<file path="config.mk">
export PLATFORM = sky130hd
export DESIGN_NAME = debruijn_gen
export DESIGN_NICKNAME = d
export VERILOG_FILES = /design/src/rtl/debruijn_pkg.sv /design/src/rtl/dbg_tap_xor.sv /design/src/rtl/dbg_zero_detect.sv /design/src/rtl/dbg_state_reg.sv /design/src/rtl/debruijn_gen.sv
export SDC_FILE = /design/constraint.sdc
export NUM_CORES = 1
export LEC_CHECK = 0
export BUFFER_PORTS_ARGS = -buffer_cell sky130_fd_sc_hd__buf_2
export CORE_MARGIN = 2
export CORE_UTILIZATION = 35
export CTS_CLUSTER_SIZE = 14
export DETAILED_ROUTE_END_ITERATION = 16
export GPL_TIMING_DRIVEN = 1
export PLACE_DENSITY = 0.72
export SLEW_MARGIN = 10
export SYNTH_ARGS = -nofsm -noshare
export SYNTH_HDL_FRONTEND = slang
export SYNTH_HIERARCHICAL = 1
export SYNTH_SLANG_ARGS = --single-unit
</file>
<file path="constraint.sdc">
create_clock -name clk -period 1.6 [get_ports clk]
set_input_delay 0.48 -clock clk [delete_from_list [all_inputs] [get_ports clk]]
set_output_delay 0.48 -clock clk [all_outputs]
set_load 0.02 [all_outputs]
</file>
<file path="src/rtl/debruijn_pkg.sv">
package debruijn_pkg;
   // Register operation chosen each cycle, highest priority first in decode
   typedef enum logic [1:0] {
      OP_HOLD  = 2'd0,
      OP_SHIFT = 2'd1,
      OP_LOAD  = 2'd2,
      OP_CLEAR = 2'd3
   } dbg_op_e;

   // Priority decode of the control inputs
   function automatic dbg_op_e decode_op(input logic rst, input logic load, input logic en);
      if (rst)       return OP_CLEAR;
      else if (load) return OP_LOAD;
      else if (en)   return OP_SHIFT;
      else           return OP_HOLD;
   endfunction
endpackage

</file>
<file path="src/rtl/dbg_tap_xor.sv">
module dbg_tap_xor #(
   parameter int          N    = 8,
   parameter logic [N-1:0] TAPS = 8'hB8
) (
   input  logic [N-1:0] s,
   output logic         lin_fb
);
   logic [N-1:0] term;

   for (genvar i = 0; i < N; i++) begin : g_tap
      localparam logic SEL = TAPS[i];
      assign term[i] = s[i] & SEL;
   end

   assign lin_fb = ^term;
endmodule

</file>
<file path="src/rtl/dbg_zero_detect.sv">
module dbg_zero_detect #(
   parameter int W     = 7,
   parameter int GROUP = 4   // 0: flat reduction, else OR groups of this size first
) (
   input  logic [W-1:0] bits,
   output logic         all_zero
);
   if (GROUP == 0 || GROUP >= W) begin : g_flat
      assign all_zero = ~|bits;
   end else begin : g_grouped
      localparam int NG = (W + GROUP - 1) / GROUP;
      localparam int PW = NG * GROUP;
      logic [PW-1:0] padded;
      logic [NG-1:0] grp_any;

      assign padded = {{(PW-W){1'b0}}, bits};
      for (genvar g = 0; g < NG; g++) begin : g_grp
         assign grp_any[g] = |padded[g*GROUP +: GROUP];
      end
      assign all_zero = ~|grp_any;
   end
endmodule

</file>
<file path="src/rtl/dbg_state_reg.sv">
module dbg_state_reg
   import debruijn_pkg::*;
#(
   parameter int N = 8
) (
   input  logic         clk,
   input  dbg_op_e      op,
   input  logic [N-1:0] seed,
   input  logic         fb,
   output logic [N-1:0] q
);
   always_ff @(posedge clk) begin
      unique case (op)
         OP_CLEAR: q <= '0;
         OP_LOAD:  q <= seed;
         OP_SHIFT: q <= {q[N-2:0], fb};
         default:  q <= q;
      endcase
   end
endmodule

</file>
<file path="src/rtl/debruijn_gen.sv">
module debruijn_gen
   import debruijn_pkg::*;
#(
   parameter int           N          = 8,
   parameter logic [N-1:0] TAPS       = 8'hB8,
   parameter int           ZDET_GROUP = 4
) (
   input  logic         clk,
   input  logic         rst,
   input  logic         en,
   input  logic         load,
   input  logic [N-1:0] seed,
   output logic [N-1:0] state,
   output logic         sout
);
   localparam int LOW_W = N - 1;

   // Elaboration-time parameter checks
   if (N < 3) begin : g_bad_n
      $error("debruijn_gen: N must be at least 3");
   end
   if (TAPS[N-1] != 1'b1) begin : g_bad_taps
      $error("debruijn_gen: TAPS must include the MSB for an invertible map");
   end
   if (ZDET_GROUP < 0) begin : g_bad_group
      $error("debruijn_gen: ZDET_GROUP must not be negative");
   end

   logic    lin_fb;
   logic    low_zero;
   logic    fb;
   dbg_op_e op;

   dbg_tap_xor #(.N(N), .TAPS(TAPS)) u_taps (
      .s      (state),
      .lin_fb (lin_fb)
   );

   dbg_zero_detect #(.W(LOW_W), .GROUP(ZDET_GROUP)) u_zdet (
      .bits     (state[LOW_W-1:0]),
      .all_zero (low_zero)
   );

   assign fb = lin_fb ^ low_zero;
   assign op = decode_op(rst, load, en);

   dbg_state_reg #(.N(N)) u_reg (
      .clk  (clk),
      .op   (op),
      .seed (seed),
      .fb   (fb),
      .q    (state)
   );

   assign sout = state[N-1];
endmodule

</file>
Word level (Yosys, flattened, before mapping)
Cells that the tools add are included.
{ "op_classes": {"eq_ne": 3, "mux": 4, "bitwise": 1, "reduce_logical": 4} }
{ "ops": {"columns": ["operator", "n"], "rows": [
  ["8-bit case mux with 3 select lines", 1],
  ["8-bit XOR reduction", 1],
  ["7-bit OR reduction", 1],
  ["2-bit equality test (second input constant)", 2],
  ["2-bit 2-to-1 mux", 2],
  ["3-bit nonzero test", 1],
  ["2-bit by 1-bit equality test with 1-bit output (second input constant)", 1],
  ["1-bit zero test", 1],
  ["1-bit 2-to-1 mux", 1],
  ["1-bit bitwise XOR", 1]
]} }
{ "word_totals": {"regBits": 8, "in_bits": 12, "output_inout_bits": 9, "word_cells": 13} }

Logic depth before layout (Yosys ltp)
{ "logic_depth": {"ltp_word": 5, "depth_mapped": 7, "ltp_nobuf": 6} }

Cells and area by module
The synthesis kept the hierarchy.
{ "by_module_without_submodules": {"columns": ["module", "n_inst", "cells_per_inst", "area_per_inst_um2", "seq_area_each_um2"], "rows": [
  ["dbg_state_reg", 1, 32, 431.7, 240.2],
  ["debruijn_gen", 1, 5, 33.8, 0.0],
  ["dbg_tap_xor", 1, 3, 26.3, 0.0],
  ["dbg_zero_detect", 1, 2, 20.0, 0.0]
]} }

Worst setup path after synthesis
Ideal clock, no wire load.
{ "synth_path": {"path_type": "register to register", "from": "reg u_reg.q[4]", "to": "reg u_reg.q[0], data pin", "setup_ps": 258, "arrival_ps": 1548, "required_ps": 1342, "path_slack_ps": -205, "path_stages_with_launch": 6, "n_path_buf": 0, "period_less_slack_ps": 1805, "path_cell_list": "edfxtp_1 > or4_1 > nor4_2 > xor2_1 > a22oi_1 > nor2b_1"} }
{ "synth_between": {"elab_chain_len": 4, "word_cells_on_any_way": 5, "classes_between": "mux: 1; bitwise: 1; reduce/logical: 3"} }
{ "synth_rtl": {"columns": ["element", "line", "text"], "rows": [
  ["start: declaration", "dbg_state_reg.sv:10", "output logic [N-1:0] q"],
  ["start signal: assignment", "dbg_state_reg.sv:16", "OP_SHIFT: q <= {q[N-2:0], fb};"],
  ["start signal: assignment", "dbg_state_reg.sv:17", "default: q <= q;"],
  ["7-bit OR reduction", "dbg_zero_detect.sv:20", "assign all_zero = ~|grp_any;"],
  ["1-bit zero test", "dbg_zero_detect.sv:20", null],
  ["named net low_zero", "debruijn_gen.sv:30", "logic low_zero;"],
  ["1-bit bitwise XOR", "debruijn_gen.sv:44", "assign fb = lin_fb ^ low_zero;"],
  ["named net fb", "debruijn_gen.sv:31", "logic fb;"],
  ["8-bit case mux with 3 select lines", "dbg_state_reg.sv:13", "unique case (op)"]
]} }
The timed path passes the listed nets, and every way through them passes these cells.
A chain may end at the register's enable or synchronous reset.

Worst setup path in the final report
{ "layout_path": {"from": "reg u_reg.q[2]", "to": "reg u_reg.q[0], data pin"} }
Same word-level chain as after synthesis.

==> flow_metrics.tcl <==
set metrics [dict create \
    cts_hold_buf 0 \
    cp_slowest_cell "or4_4" \
    cts-root-buf "clkbuf_4" \
    route.vias.total 412 \
    cp.arrival_ns 1.78 \
    min_period_over_period 1.108 \
    fin_skew_ns 0.005003 \
    wl_microns 1120 \
    drt-met1-wl_microns 473 \
    slew_headroom 0.7593 \
    worstPathMaxFanout 2 \
    critical-path-top-delay-family "simple AND/OR/NAND/NOR gates" \
    crit_type "register to register" \
    rsz0062_at_grt "true" \
    synth_cell_types 14 \
    tightest_slew_ns 0.3610 \
    fin_area_sq_um 673.1 \
    grt_max_degree 9 \
    r2r_end "u_reg/q[0]$_DFFE_PP_" \
    drtPass1Iterations 4 \
    crit_path_max_incr_delay_ns 0.56 \
    portBuffers 20 \
    ys_warn_count 6 \
    route.detailed.drc 0 \
    nNetsFinal 84 \
    initialDrtViolationCount 4 \
    cts.htree.levels 1 \
    core_sq_um 1334 \
    max_freq_ghz 0.5642 \
    synth_seq_cells 8 \
    area_growth_pct 31.54 \
    hold_viol 0 \
    cts.clk_slew.worst_paths_ns 0.06 \
    clock_latency_ns 0.26 \
    via_per_inst 5.024 \
    timing.final.ws_setup_ns -0.1726 \
    synth_area_per_cell_sq_um 12.18 \
    placed_area_sq_um 630.6 \
    dp_cells 78 \
    dieWidth_microns 42.24 \
    antenna_found_initial 0 \
    gr-total-overflow 0 \
    n_antenna_cell 0 \
    status "finished with violations" \
    seq_area_frac_synth 0.4694 \
    path_depth 5 \
    synth_cells 42 \
    cp_num_buf_inv 0 \
    grt_use_total 0.1380 \
    hpwlAfterDp_microns 853.4 \
    routed.top_layer "met4" \
    grt_pass1_vias 411 \
    final_layout_size_suffix_gt1_frac 0.4776 \
    hp-class "primary input to register" \
    final.setup.tns_ns -0.1726 \
    min_period_ns 1.773 \
    reg_top3 "u_reg/q x8" \
    wl_met3_microns 77 \
    grt_first_pass_wirelength_microns 1780 \
    regMostFlops "u_reg/q" \
    gp_congestion 0.6854 \
    cts_tree "yes" \
    p_total_uw 590.0 \
    clockBufferDepth 2 \
    end_kind "register" \
    cts_buffers 3 \
    wl_met2_microns 551 \
    largest_reg_flops 8 \
    antenna_left 0 \
    die_y_microns 42.24 \
    p_leak_uw 0.0003269 \
    wl_per_cell_microns 13.66 \
    start_util 0.3837 \
    clock_sinks 8 \
    cp-start-kind "register" \
    power_density_nw_per_um2 876.5 \
    crit_end "u_reg/q[0]$_DFFE_PP_" \
    rows 13 \
    dieArea_sq_um 1784 \
    violations "setup timing" \
    setup_viol 1 \
    timing.max_cap.violations 0 \
    drv_slew 0 \
    worst_ep_required_time_ns 1.60 \
    r2r_setup_slack_ns -0.17 \
    r2r-start "u_reg/q[2]$_DFFE_PP_" \
    rr_worst_depth 5 \
    ir_drop_v 0.0003533 \
    synth_nets 57 \
    crit_path_start "u_reg/q[2]$_DFFE_PP_" \
    io_pins 21 \
    fin_cells 82 \
    path_cells "or4_4 -> nor4_4 -> xor2_1 -> a22oi_1 -> nor2b_1" \
    synth_area_sq_um 511.7 \
]
## layout make-up
class | count | area, sq um
multi-input cells | 27 | 239.0
inverters | 4 | 15.01
flip-flops and latches | 8 | 240.2
fillers | 120 | 660.6
clock buffers | 3 | 22.52
repair buffers | 25 | 137.6
well taps | 15 | 18.77
## metrics by stage
stage | worst slack (ns) | hold slack, ns | util
6_report | -0.1726 | 0.5515 | 0.5047
5_1_grt | -0.1919 | 0.5784 | 0.5047
4_1_cts | -0.1174 | 0.5509 | 0.4991
3_5_place_dp | -0.1334 | 0.6671 | 0.4728
3_3_place_gp | -0.04904 | 0.6712 | 0.4728
2_1_floorplan | -0.1811 | 0.7117 | -
## per-layer routing
metal / vias up / track usage
li1: 200 / -
met1: 191 / 0.1543
met3: 2 / 0.04310
met2: 19 / 0.2308
met5: - / 0
met4: 0 / 0.07500
## placed cells by master (no fill, tap or decap)
cell type / count
a21o_1: 1
a22oi_1: 6
a22oi_2: 2
buf_2: 20
buf_4: 5
clkbuf_4: 3
edfxtp_1: 8
ha_1: 3
inv_1: 4
nor2b_1: 8
nor4_4: 1
or2_1: 1
or4_4: 1
xnor2_1: 2
xor2_1: 2
## cells by family after synthesis
kind of cell / Yosys count / share of synthesized area
flops: 8 / 0.4694
compound gates: 9 / 0.1516
fa+ha+maj: 3 / 0.07336
xor+xnor: 4 / 0.06847
buf+inv: 7 / 0.08801
simple gates: 11 / 0.1492
## what timing repair did
| action | CTS | global route |
|---|---|---|
| pin swaps | 0 | 1 |
| setup endpoints to repair | 1 | 1 |
| resized for setup | 2 | 0 |
| endpoints found under the hold margin | 0 | 0 |
| setup buffers | 0 | 1 |
## worst min path at each step
stage	from	endpoint	slack [ns]	depth (start not counted)
3_5_place_dp	u_reg/q[1]$_DFFE_PP_	u_reg/q[2]$_DFFE_PP_	0.67	2
5_1_grt	seed[6]	u_reg/q[6]$_DFFE_PP_	0.58	3
6_report	seed[6]	u_reg/q[6]$_DFFE_PP_	0.55	3
3_3_place_gp	u_reg/q[1]$_DFFE_PP_	u_reg/q[2]$_DFFE_PP_	0.67	2
2_1_floorplan	seed[1]	u_reg/q[1]$_DFFE_PP_	0.71	2
4_1_cts	seed[6]	u_reg/q[6]$_DFFE_PP_	0.55	3
## worst reg2reg max path, cell delays in order (launching register included)
cell      delay, ns
edfxtp_1       0.38
or4_4          0.56
nor4_4         0.16
xor2_1         0.11
a22oi_1        0.22
nor2b_1        0.08
## cell usage after synthesis
library cell  n  area, sq um
buf_4         1        7.510
ha_1          3        37.54
edfxtp_1      8        240.2
xor2_1        2        17.52
a22oi_1       6        45.04
xnor2_1       2        17.52
or2_1         1        6.260
a22oi_2       2        25.02
buf_6         2        22.52
a21o_1        1        7.510
nor2b_1       8        50.05
inv_1         4        15.01
or4_1         1        7.510
nor4_2        1        12.51
## report_power, final
group / switching [uW] / internal (uW) / total [uW]
Sequential: 15.7 / 249 / 265
Combinational: 84.6 / 80.3 / 165
Clock: 74.0 / 86.2 / 160
(Power assumes the default switching activity.)
